[src/rtl/rot_bit_pkg.sv]
package rot_bit_pkg;
  localparam int DATA_W = 8;
  localparam int IDX_W  = $clog2(DATA_W);

  localparam int FLAG_S  = 7;
  localparam int FLAG_Z  = 6;
  localparam int FLAG_H  = 4;
  localparam int FLAG_PV = 2;
  localparam int FLAG_N  = 1;
  localparam int FLAG_C  = 0;

  typedef enum logic [2:0] {
    KIND_SHIFT = 3'd0,
    KIND_TEST  = 3'd1,
    KIND_CLR   = 3'd2,
    KIND_SET   = 3'd3,
    KIND_SHORT = 3'd4,
    KIND_NIBR  = 3'd5,
    KIND_NIBL  = 3'd6
  } kind_t;

  typedef struct packed {
    kind_t             kind;
    logic [2:0]        shiftSel;
    logic [IDX_W-1:0]  bitIdx;
    logic              resWe;
    logic              accWe;
  } ctrl_t;
endpackage

[src/rtl/rot_bit_ctrl.sv]
module rot_bit_ctrl
  import rot_bit_pkg::*;
(
  input  logic [7:0] opcode,
  input  logic       shortAcc,
  input  logic       nibbleRot,
  output ctrl_t      ctrl
);
  always_comb begin
    ctrl.shiftSel = opcode[5:3];
    ctrl.bitIdx   = opcode[5:3];
    if (nibbleRot) begin
      ctrl.kind = opcode[3] ? KIND_NIBL : KIND_NIBR;
    end else if (shortAcc) begin
      ctrl.kind     = KIND_SHORT;
      ctrl.shiftSel = {1'b0, opcode[4:3]};
    end else begin
      case (opcode[7:6])
        2'b00:   ctrl.kind = KIND_SHIFT;
        2'b01:   ctrl.kind = KIND_TEST;
        2'b10:   ctrl.kind = KIND_CLR;
        default: ctrl.kind = KIND_SET;
      endcase
    end
    ctrl.resWe = (ctrl.kind != KIND_TEST);
    ctrl.accWe = (ctrl.kind == KIND_NIBR) || (ctrl.kind == KIND_NIBL);
  end

  always_comb begin
    assert_acc_we_nibble_only_R8: assert (ctrl.accWe == nibbleRot)
      else $error("accWe does not follow nibble mode");
  end
endmodule

[src/rtl/rot_bit_dp.sv]
module rot_bit_dp
  import rot_bit_pkg::*;
#(
  parameter int W = DATA_W
) (
  input  ctrl_t        ctrl,
  input  logic [W-1:0] operand,
  input  logic [W-1:0] accIn,
  input  logic [7:0]   flagsIn,
  output logic [W-1:0] result,
  output logic         resultWe,
  output logic [W-1:0] accOut,
  output logic         accWe,
  output logic [7:0]   flagsOut
);
  localparam int NIB = W / 2;

  logic         carryIn;
  logic [W-1:0] shifted;
  logic         shiftOut;
  logic [W-1:0] bitMask;
  logic [W-1:0] nibMem;
  logic [W-1:0] nibAcc;
  logic [NIB-1:0] accLo, accHi, memLo, memHi;

  assign carryIn = flagsIn[FLAG_C];

  // Shifter: one of eight fill/out patterns
  always_comb begin
    shifted  = operand;
    shiftOut = 1'b0;
    case (ctrl.shiftSel)
      3'd0: begin shifted = {operand[W-2:0], operand[W-1]}; shiftOut = operand[W-1]; end
      3'd1: begin shifted = {operand[0], operand[W-1:1]};   shiftOut = operand[0];   end
      3'd2: begin shifted = {operand[W-2:0], carryIn};      shiftOut = operand[W-1]; end
      3'd3: begin shifted = {carryIn, operand[W-1:1]};      shiftOut = operand[0];   end
      3'd4: begin shifted = {operand[W-2:0], 1'b0};         shiftOut = operand[W-1]; end
      3'd5: begin shifted = {operand[W-1], operand[W-1:1]}; shiftOut = operand[0];   end
      3'd6: begin shifted = {operand[W-2:0], 1'b1};         shiftOut = operand[W-1]; end
      default: begin shifted = {1'b0, operand[W-1:1]};      shiftOut = operand[0];   end
    endcase
  end

  // One-hot mask of the addressed bit
  for (genvar gi = 0; gi < W; gi++) begin : g_mask
    assign bitMask[gi] = (ctrl.bitIdx == gi[IDX_W-1:0]);
  end

  // Nibble routing
  assign accLo = accIn[NIB-1:0];
  assign accHi = accIn[W-1:NIB];
  assign memLo = operand[NIB-1:0];
  assign memHi = operand[W-1:NIB];

  always_comb begin
    if (ctrl.kind == KIND_NIBL) begin
      nibMem = {memLo, accLo};
      nibAcc = {accHi, memHi};
    end else begin
      nibMem = {accLo, memHi};
      nibAcc = {accHi, memLo};
    end
  end

  // Result and flag assembly
  always_comb begin
    result   = operand;
    accOut   = accIn;
    flagsOut = flagsIn;
    case (ctrl.kind)
      KIND_SHIFT: begin
        result = shifted;
        flagsOut[FLAG_S]  = shifted[W-1];
        flagsOut[FLAG_Z]  = (shifted == '0);
        flagsOut[FLAG_PV] = ~^shifted;
        flagsOut[FLAG_H]  = 1'b0;
        flagsOut[FLAG_N]  = 1'b0;
        flagsOut[FLAG_C]  = shiftOut;
      end
      KIND_SHORT: begin
        result = shifted;
        flagsOut[FLAG_H] = 1'b0;
        flagsOut[FLAG_N] = 1'b0;
        flagsOut[FLAG_C] = shiftOut;
      end
      KIND_TEST: begin
        flagsOut[FLAG_Z] = ~|(operand & bitMask);
        flagsOut[FLAG_H] = 1'b1;
        flagsOut[FLAG_N] = 1'b0;
      end
      KIND_CLR: result = operand & ~bitMask;
      KIND_SET: result = operand | bitMask;
      KIND_NIBR, KIND_NIBL: begin
        result = nibMem;
        accOut = nibAcc;
        flagsOut[FLAG_S]  = nibAcc[W-1];
        flagsOut[FLAG_Z]  = (nibAcc == '0);
        flagsOut[FLAG_PV] = ~^nibAcc;
        flagsOut[FLAG_H]  = 1'b0;
        flagsOut[FLAG_N]  = 1'b0;
      end
      default: ;
    endcase
  end

  assign resultWe = ctrl.resWe;
  assign accWe    = ctrl.accWe;

  always_comb begin
    if (ctrl.kind == KIND_TEST) begin
      assert_test_no_write_R3: assert (!resultWe && result == operand)
        else $error("bit test wrote a result");
    end
    if (ctrl.kind == KIND_CLR || ctrl.kind == KIND_SET) begin
      assert_bitop_one_bit_R4: assert (flagsOut == flagsIn && $countones(result ^ operand) <= 1)
        else $error("bit set/clear touched more than one bit or a flag");
    end
    if (ctrl.kind == KIND_SHORT) begin
      assert_short_keeps_szp_R5: assert (flagsOut[FLAG_S] == flagsIn[FLAG_S] &&
                                         flagsOut[FLAG_Z] == flagsIn[FLAG_Z] &&
                                         flagsOut[FLAG_PV] == flagsIn[FLAG_PV])
        else $error("short rotate changed S/Z/PV");
    end
    if (accWe) begin
      assert_nibble_conserve_R6: assert ($countones({accOut, result}) == $countones({accIn, operand})
                                         && accOut[W-1:NIB] == accIn[W-1:NIB])
        else $error("nibble rotate lost bits");
      assert_nibble_carry_R7: assert (flagsOut[FLAG_C] == flagsIn[FLAG_C])
        else $error("nibble rotate changed carry");
    end
    assert_spare_flags_R9: assert (flagsOut[5] == flagsIn[5] && flagsOut[3] == flagsIn[3])
      else $error("spare flag bits changed");
  end
endmodule

[src/rtl/rot_bit_unit.sv]
module rot_bit_unit
  import rot_bit_pkg::*;
(
  input  logic [7:0] opcode,
  input  logic       shortAcc,
  input  logic       nibbleRot,
  input  logic [7:0] operand,
  input  logic [7:0] accIn,
  input  logic [7:0] flagsIn,
  output logic [7:0] result,
  output logic       resultWe,
  output logic [7:0] accOut,
  output logic       accWe,
  output logic [7:0] flagsOut
);
  ctrl_t ctrl;

  rot_bit_ctrl u_ctrl (
    .opcode    (opcode),
    .shortAcc  (shortAcc),
    .nibbleRot (nibbleRot),
    .ctrl      (ctrl)
  );

  rot_bit_dp #(.W(DATA_W)) u_dp (
    .ctrl     (ctrl),
    .operand  (operand),
    .accIn    (accIn),
    .flagsIn  (flagsIn),
    .result   (result),
    .resultWe (resultWe),
    .accOut   (accOut),
    .accWe    (accWe),
    .flagsOut (flagsOut)
  );
endmodule

[config.mk]
export PLATFORM = sky130hd
export DESIGN_NAME = rot_bit_unit
export DESIGN_NICKNAME = d
export VERILOG_FILES = /design/src/rtl/rot_bit_pkg.sv /design/src/rtl/rot_bit_ctrl.sv /design/src/rtl/rot_bit_dp.sv /design/src/rtl/rot_bit_unit.sv
export SDC_FILE = /design/constraint.sdc
export NUM_CORES = 1
export LEC_CHECK = 0
export ABC_AREA = 1
export CORE_MARGIN = 2
export CORE_UTILIZATION = 47
export DETAILED_ROUTE_END_ITERATION = 8
export GPL_ROUTABILITY_DRIVEN = 0
export MAX_ROUTING_LAYER = met4
export PLACE_DENSITY_LB_ADDON = 0.25
export REMOVE_ABC_BUFFERS = 1
export SYNTH_ARGS = -nofsm -noshare
export SYNTH_HDL_FRONTEND = slang
export SYNTH_SLANG_ARGS = --single-unit
export TNS_END_PERCENT = 10
[constraint.sdc]
create_clock -name vclk -period 5.57
set_clock_uncertainty 0.2 [all_clocks]
set_input_delay 1.671 -clock vclk [all_inputs]
set_output_delay 1.671 -clock vclk [all_outputs]
set_load 0.02 [all_outputs]
; Word-level counts from Yosys, hierarchy flattened
; Cells that the tools add are included.
[word_totals]
regBits = 0
in_bits = 34
out_inout_bits = 26
word_cells = 60
[op_classes]
eq_ne = 22
mux = 18
bitwise = 4
n_reduce_logical = 16
[ops]
columns = op, n
row1 = case mux 8 bit (7 select lines), 1
row2 = case mux 8 bit (4 select lines), 1
row3 = "== test 3 bit, second input constant", 10
row4 = "== test 3 x 2 -> 1 bit, second input constant", 6
row5 = bitwise AND 8 bit, 2
row6 = zero test 8 bit, 2
row7 = XNOR reduction 8 bit, 2
row8 = 2-to-1 mux 3 bit, 4
row9 = "== test 3 x 1 -> 1 bit, second input constant", 3
row10 = zero test 3 bit, 3
row11 = 2-to-1 mux 4 bit, 2
row12 = 2-to-1 mux 8 bit, 1
row13 = inverter 8 bit, 1
row14 = bitwise OR 8 bit, 1
row15 = OR reduction 4 bit, 2
row16 = OR reduction 8 bit, 1
row17 = case mux 1 bit (2 select lines), 3
row18 = case mux 2 bit (3 select lines), 1
row19 = OR reduction 5 bit, 1
row20 = OR reduction 2 bit, 2
row21 = 2-to-1 mux 1 bit, 3
row22 = "!= test 3 x 1 -> 1 bit, second input constant", 1
row23 = case mux 1 bit (3 select lines), 1
row24 = "== test 2 x 1 -> 1 bit, second input constant", 1
row25 = 5 further kinds, 5

; Longest topological paths before layout
; Gate-level depths: netlist of run 1.
[depth]
word_depth = 8
ltp_mapped = 12
ltp_nobuf = 12

; Modules after synthesis
; A second synthesis of run 1 with hierarchy kept.
[unflattened]
cells_unflattened = 244
hier_area_um2 = 1266.2
[modules_own_cells]
columns = mod, n_inst, cells_per_inst, area_per_inst_um2, seq_area_each_um2
row1 = rot_bit_dp, 1, 226, 1162.4, 0.0
row2 = rot_bit_ctrl, 1, 18, 103.8, 0.0

; Worst setup path after synthesis of run 1
; Ideal clock, no wire load.
[synth_timing]
kind = input to output
startpoint = input opcode[3]
endpoint = output flagsOut[2]
arrival_time_ps = 3070
required_time_ps = 3699
path_slack_ps = 629
path_stages = 9
path_buffers = 1
cell_sequence = buf_6 -> nand2_4 -> inv_1 -> o21ai_0 -> ha_1 -> xnor2_1 -> or2_2 -> nand2_1 -> nand3_1
[synth_via]
elab_chain_cells = 6
elab_cells_between_ends = 20
classes_between = eq/ne: 8 / mux: 7 / reduce/logical: 5
[synth_lines]
columns = item, line
row1 = from (decl), rot_bit_unit.sv:4  ; input logic [7:0] opcode,
row2 = 2-to-1 mux 3 bit / 2-to-1 mux 2 bit (equally long branches), "rot_bit_ctrl.sv:14, rot_bit_ctrl.sv:13"
row3 = 2-to-1 mux 3 bit, rot_bit_ctrl.sv:12  ; if (nibbleRot) begin
row4 = "== test 3 bit, or another cell as far along", rot_bit_dp.sv:32  ; case (ctrl.shiftSel)
row5 = case mux 8 bit (7 select lines) / 2-to-1 mux 4 bit (equally long branches), "rot_bit_dp.sv:32, rot_bit_dp.sv:56"
row6 = "XNOR reduction 8 bit, on equally long branches", "rot_bit_dp.sv:75, rot_bit_dp.sv:98"
row7 = case mux 1 bit (2 select lines) (*), rot_bit_dp.sv:70  ; case (ctrl.kind)
row8 = to (decl), rot_bit_unit.sv:14  ; output logic [7:0] flagsOut
; Every way passes the cells marked *; elsewhere a longest branch is shown, timed or not.

; Worst setup path after layout of run 1
[layout_timing]
startpoint = input shortAcc
endpoint = output result[0]
[layout_via]
elab_chain_cells = 5
elab_cells_between_ends = 22
classes_between = eq/ne: 11 / mux: 7 / reduce/logical: 4
[layout_lines]
columns = item, line
row1 = from (decl), rot_bit_unit.sv:5  ; input logic shortAcc,
row2 = 2-to-1 mux 3 bit, rot_bit_ctrl.sv:14  ; end else if (shortAcc) begin
row3 = 2-to-1 mux 3 bit, rot_bit_ctrl.sv:12
row4 = "== test 3 bit, or another cell as far along", rot_bit_dp.sv:32
row5 = "case mux 8 bit (7 select lines), or another cell as far along", rot_bit_dp.sv:32
row6 = case mux 8 bit (4 select lines) (*), rot_bit_dp.sv:70
row7 = to (decl), rot_bit_unit.sv:10  ; output logic [7:0] result,
; Marks and branches as above.

==> reports/results.tsv, run 1 <==
stage	metric	value	unit
worst_setup_path	CP required	3700	ps
sta	Sum Neg Setup Slack	0	ps
worst_setup_path	CP max FO	9	
synthesis	mapped cell area	1284	sq um
drt	post-DR wirelength/cell	13.53	um
drt	post-DR vias/cell	5.523	
global_route	gr ovfl total	0	
drt	first-pass iteration count of the detailed router	5	
worst_setup_path	CP delay by family, top	buffers and inverters	
floorplan	CORE AREA	2522	sq um
power	maximum vdd drop	0.07952	mV
sta	Tcrit/Tclk final	98.69	%
floorplan	Site Rows	18	
global_route	met1 Use GR	40.52	%
final_layout	register area	0	sq um
worst_setup_path	CP Depth	10	
sta	Slew @ Worst Pin	286.4	ps
floorplan	horizontal die dimension	56.26	um
placed_design	PortBufs	53	
final_layout	Layout area overhead	71.15	%
hold_path	min-delay src	flagsIn[3]	
global_route	vias in the first global route	1859	
drt	initial drt markers	141	
global_route	met2 Usage GRT	49.58	%
synthesis	synth top area cells	nand2_1 21%, nand3_1 11%, inv_1 8.2%, nor2_1 7.9%, ha_1 7.8%	
sta	Tmin final	5497	ps
global_route	most used routing layer	met2	
sta	hold_ws	3142	ps
power	Leak	1.234	nW
final_layout	multi-input logic area	1055	sq um
final_layout	num sequential	0	
run	MaxCap Viol Count	0	
hold_path	Hold Path End	flagsOut[3]	
hold_path	worst hold path stage count	0	
worst_setup_path	Crit path arrival time	3630	ps
floorplan	Starting Density	50.89	%
worst_setup_path	Crit Path Class	input pin to primary output	
final_layout	antenna cell count	0	
global_route	initial antenna violation count	0	
final_layout	Core Util, Final	87.10	%
worst_setup_path	Worst Setup End Kind	primary output	
drt	DRC	0	
sta	final setup vio count	0	
final_layout	Layout Nets	381	
floorplan	Die Ht	56.26	um
global_route	largest net degree at the start of global routing	17	
final_layout	fraction of layout cells with a size suffix above 1	24.63	%
drt	post-route ant nets	0	
placed_design	DP HPWL	3830	um
global_route	met3 usage	2.304	%
floorplan	Die ar.	3165	sq um
final_layout	# fillers	156	
global_route	first-pass GRT wire length	7872	um
synthesis	Synth Warn #	0	
synthesis	Yosys top cell area share	20.76	%
drt	Via Count	2027	
worst_setup_path	worst-path cell chain	clkdlybuf4s50_1 > buf_4 > inv_1 > nand2_1 > nor2_8 > nand2_1 > nor2_1 > a21oi_1 > nand3_1 > clkdlybuf4s50_1	
worst_setup_path	Buf+Inv Stages, Crit Path	4	
sta	max-slew violations	0	
synthesis	Mean Syn Cell Area	5.261	sq um
floorplan	Ports	60	
synthesis	most frequent cell after synthesis	nand2_1	
power	total power	216.4	uW
sta	Max-slew headroom	80.89	%
synthesis	sequential area share after synthesis	0	%
run_status	status	finished clean	
sta	fmax	181.9	MHz
synthesis	synth cell count leaders	71 x nand2_1, 29 x nand3_1, 28 x inv_1	
hold_path	worst hold path class	input pin to primary output	
synthesis	biggest area consumer among synthesized cells	nand2_1	
worst_setup_path	Worst setup SP type	input pin	
sta	Final Hold Viols	0	
worst_setup_path	slowest cell on the critical path	clkdlybuf4s50_1	
global_route	GRT Overall Usage	30.86	%
final_layout	# clk buffers	0	
worst_setup_path	max incr delay on CP	600	ps
synthesis	Synth cell types	31	
drt	Routed WL	4967	um
synthesis	Syn Inst Count	244	
power	Power Density	98.49	nW/um^2
clock_tree	cts-stage hold buffer count	0	
## what timing repair did
action                     CTS  global route
setup endpoints to repair   10             9
setup buffers                0             3
pin swaps                    1             4
hold endpoints to repair     0             0
resized for setup           16            10
cloned                       0             0
## report_power, final
part           switching [mW]  leakage, nW  internal [mW]
sequential                  0            0              0
combinational           0.111         1.23          0.106
clock                       0            0              0
## final cells by class
cell class                 count  share of cell area, %
multi-input combinational    195                  48.01
inverter                      34                  5.923
tap                           30                  1.708
timing repair buffer         108                  44.36
## stage by stage
stage,instance area [sq um],setup slack (ps),cells
finish,2197,73.16,367
global route,2197,-12.11,367
CTS,2153,-16.37,364
detailed placement,2152,-502.2,364
global placement,2152,-462.3,364
floorplan,1169,726.6,229
## worst max-delay path by stage
| stage | startpoint | end | slack, ps |
|---|---|---|---|
| finish | shortAcc | result[0] | 70 |
| global placement | opcode[3] | flagsOut[2] | -460 |
| global route | shortAcc | result[0] | -10 |
| CTS | opcode[3] | flagsOut[2] | -20 |
| floorplan | nibbleRot | flagsOut[2] | 730 |
| detailed placement | opcode[3] | flagsOut[2] | -500 |
## layer usage
| layer | wire [um] | vias up |
|---|---|---|
| met2 | 2402 | 126 |
| met3 | 541 | 11 |
| met1 | 1900 | 921 |
| met5 | 0 | - |
| li1 | - | 969 |
| met4 | 123 | 0 |
## cells by family after synthesis
| family | Yosys count | synth area share, % |
|---|---|---|
| simple gates | 149 | 54.78 |
| buf+inv | 49 | 19.10 |
| compound gates | 33 | 14.91 |
| fa+ha+maj | 8 | 7.798 |
| xor+xnor | 5 | 3.411 |
## cell usage in the layout, fill, tap and decap left out, types with 3 or more instances in the layout
| cell type | synthesis | final |
|---|---|---|
| nand2_1 | 71 | 70 |
| buf_4 | 9 | 53 |
| clkdlybuf4s50_1 | 0 | 40 |
| nand3_1 | 29 | 29 |
| inv_1 | 28 | 27 |
| nor2_1 | 27 | 26 |
| o21ai_0 | 19 | 15 |
| ha_1 | 8 | 8 |
| o21ai_1 | 4 | 7 |
| nand4_1 | 7 | 7 |
| dlymetal6s2s_1 | 0 | 7 |
| inv_2 | 5 | 6 |
| dlygate4sd2_1 | 0 | 5 |
| nand2_2 | 3 | 4 |
| a21oi_1 | 4 | 4 |
| xnor2_1 | 4 | 3 |
No activity file was read; power rests on OpenSTA's default activity.
==> inputs of run 2 (changes only) <==
--- a/config.mk
+++ b/config.mk
@@ -7,7 +7,7 @@
 export LEC_CHECK = 0
 export ABC_AREA = 1
 export CORE_MARGIN = 2
-export CORE_UTILIZATION = 47
+export CORE_UTILIZATION = 35
 export DETAILED_ROUTE_END_ITERATION = 8
 export GPL_ROUTABILITY_DRIVEN = 0
 export MAX_ROUTING_LAYER = met4
==> constraint.sdc (replaced) <==
create_clock -name vclk -period 5
set_clock_uncertainty 0.2 [all_clocks]
set_input_delay 1.5 -clock vclk [all_inputs]
set_output_delay 1.5 -clock vclk [all_outputs]
set_load 0.02 [all_outputs]
==> run 2 against run 1 <==
Non-clock buffer count is the same; worst hold slack lost 340 ps; critical path depth grew 1; cell count grew 4.9%; critical path type unchanged; die area grew 32%; core utilization shrank 24 points; first-iteration DRC count shrank 16%; global-route usage shrank 7.6 points; design area grew 3.2%; sequential share of layout area is the same; total power grew 14%.
==> reports/results.tsv, run 2 (same netlist as run 1, synthesis figures left out) <==
stage	metric	value	unit	change
floorplan	Die ar.	4168	sq um	+32%
drt	DRC	0		unchanged
power	Leak	1.294	nW	+4.9%
power	switch share	50.68	%	-0.48 points
sta	Tmin final	4907	ps	
floorplan	Ports	60		unchanged
worst_setup_path	Crit path arrival time	3210	ps	-420 ps
floorplan	Starting Density	35.60	%	-15 points
worst_setup_path	CP required	3300	ps	-400 ps
final_layout	fraction of layout cells with a size suffix above 1	27.89	%	+3.3 points
drt	post-route ant nets	0		unchanged
final_layout	# clk buffers	0		unchanged
run_status	status	finished clean		
sta	Max-slew headroom	81.02	%	+0.13 points
power	Cell Int Power	121.1	uW	+15%
sta	final setup vio count	0		unchanged
clock_tree	cts-stage hold buffer count	0		unchanged
power	Seq pwr share	0	%	unchanged
sta	RSZ-0062 raised after global routing	false		
drt	post-DR vias/cell	4.823		-13%
final_layout	register area	0	sq um	unchanged
power	total power	245.6	uW	+14%
power	maximum vdd drop	0.05330	mV	-33%
sta	max-slew violations	0		unchanged
global_route	GRT Overall Usage	23.28	%	-7.6 points
final_layout	antenna cell count	0		unchanged
final_layout	# fillers	367		+140%
floorplan	Site Rows	22		+4
global_route	initial antenna violation count	0		unchanged
hold_path	worst hold path stage count	0		unchanged
worst_setup_path	Worst setup SP type	input pin		
placed_design	pre-CTS setup slack	-696.2	ps	-193.9 ps
final_layout	Layout area overhead	76.61	%	
global_route	gr ovfl total	0		unchanged
worst_setup_path	Crit Path Class	input pin to primary output		
sta	Tcrit/Tclk final	98.15	%	
final_layout	highest-count cells in the layout ignoring fill and taps	71 x nand2_1, 54 x buf_4, 29 x nand3_1, 26 x nor2_1, 26 x clkdlybuf4s50_1		
final_layout	most common cell after layout, fill and taps aside	nand2_1		
worst_setup_path	CP max FO	4		-5
global_route	largest net degree at the start of global routing	14		-3
placed_design	PortBufs	53		unchanged
global_route	vias in the first global route	1738		-6.5%
sta	fmax	203.8	MHz	
placed_design	Placed Cells	381		+4.7%
drt	post-DR wirelength/cell	12.48	um	-7.8%
sta	fin worst setup slack	92.75	ps	+19.59 ps
final_layout	Layout Nets	381		unchanged
floorplan	Die Ht	64.56	um	+15%
drt	Via Count	1857		-8.4%
final_layout	multi-input logic area	1096	sq um	+3.9%
sta	Slew @ Worst Pin	284.3	ps	-2.142 ps
global_route	first-pass GRT wire length	7707	um	-2.1%
power	switching power	124.5	uW	+12%
power	clock network power share	0	%	unchanged
placed_design	DP HPWL	3830	um	about the same
hold_path	min-delay src	flagsIn[3]		
worst_setup_path	Worst Setup End Kind	primary output		
hold_path	worst hold path class	input pin to primary output		
hold_path	Hold Path End	flagsOut[3]		
drt	initial drt markers	118		-16%
power	Logic pwr share	100.0	%	about the same
final_layout	num sequential	0		unchanged
drt	Routed WL	4806	um	-3.2%
drt	first-pass iteration count of the detailed router	4		-1
power	Power Density	108.3	nW/um^2	+10%
run	MaxCap Viol Count	0		unchanged
floorplan	horizontal die dimension	64.56	um	+15%
sta	Final Hold Viols	0		unchanged
final_layout	Non-Filler Instances	385		+4.9%
floorplan	CORE AREA	3606	sq um	+43%
==> run 2: cell count changes in the layout (fill, tap and decap cells not counted), sizes merged <==
cell | before | now
dlymetal6s2s | 7 | 11
clkdlybuf4s50 | 40 | 26
clkbuf | 0 | 2
dlygate4sd2 | 5 | 9
clkdlybuf4s15 | 0 | 4
==> run 2: area by class of cell <==
| cell class | count | area share [%] |
|---|---|---|
| timing repair buffer | 108 | 43.27 |
| inverter | 34 | 5.740 |
| multi-input combinational | 195 | 48.34 |
| tap | 48 | 2.649 |
==> run 2: worst max-delay path, cell delays in order <==
cell and delay, ps:
clkdlybuf4s50_1 490, inv_2 70, nand2_1 80, o21a_1 150, inv_1 50, ha_1 320, xnor2_2 150, xnor2_1 140
nand2_1 70, nand3_1 60, buf_4 140
==> run 2: what timing repair did <==
item / CTS / global route
pin swaps: 0 / 3
setup buffers: 2 / 1
gates resized for setup: 35 / 23
cloned: 0 / 1
setup endpoints to repair: 15 / 15
==> run 2: stage by stage <==
stage	hold WS (ps)	cell area, sq um	setup TNS [ps]	util, %
floorplan	2800	1169	0	-
global placement	2800	2155	-4095	59.75
detailed placement	2800	2155	-4139	59.75
CTS	2800	2166	-232.3	60.06
global route	2800	2267	0	62.87
finish	2800	2267	0	62.87
==> run 2: metal layers <==
metal	vias to the layer above	routed length [um]	track usage, %
met5	-	0	-
met4	0	93	5.585
met3	9	270	1.389
met2	69	2303	38.93
met1	815	2138	30.83
li1	964	-	-
==> run 2: worst max-delay path by stage <==
| stage | start | to | slack, ps |
|---|---|---|---|
| 3_3_place_gp | opcode[3] | flagsOut[2] | -690 |
| 6_report | operand[2] | flagsOut[2] | 90 |
| 4_1_cts | opcode[3] | flagsOut[2] | -190 |
| 5_1_grt | operand[2] | flagsOut[2] | 10 |
| 2_1_floorplan | nibbleRot | flagsOut[2] | 500 |
| 3_5_place_dp | opcode[3] | flagsOut[2] | -700 |
==> run 2: power groups by stage <==
stage,logic (mW),clock network [mW],registers [mW]
after floorplan,0.107,0,0
after global placement,0.232,0,0
after detailed placement,0.234,0,0
after CTS,0.231,0,0
after global routing,0.266,0,0
final,0.246,0,0
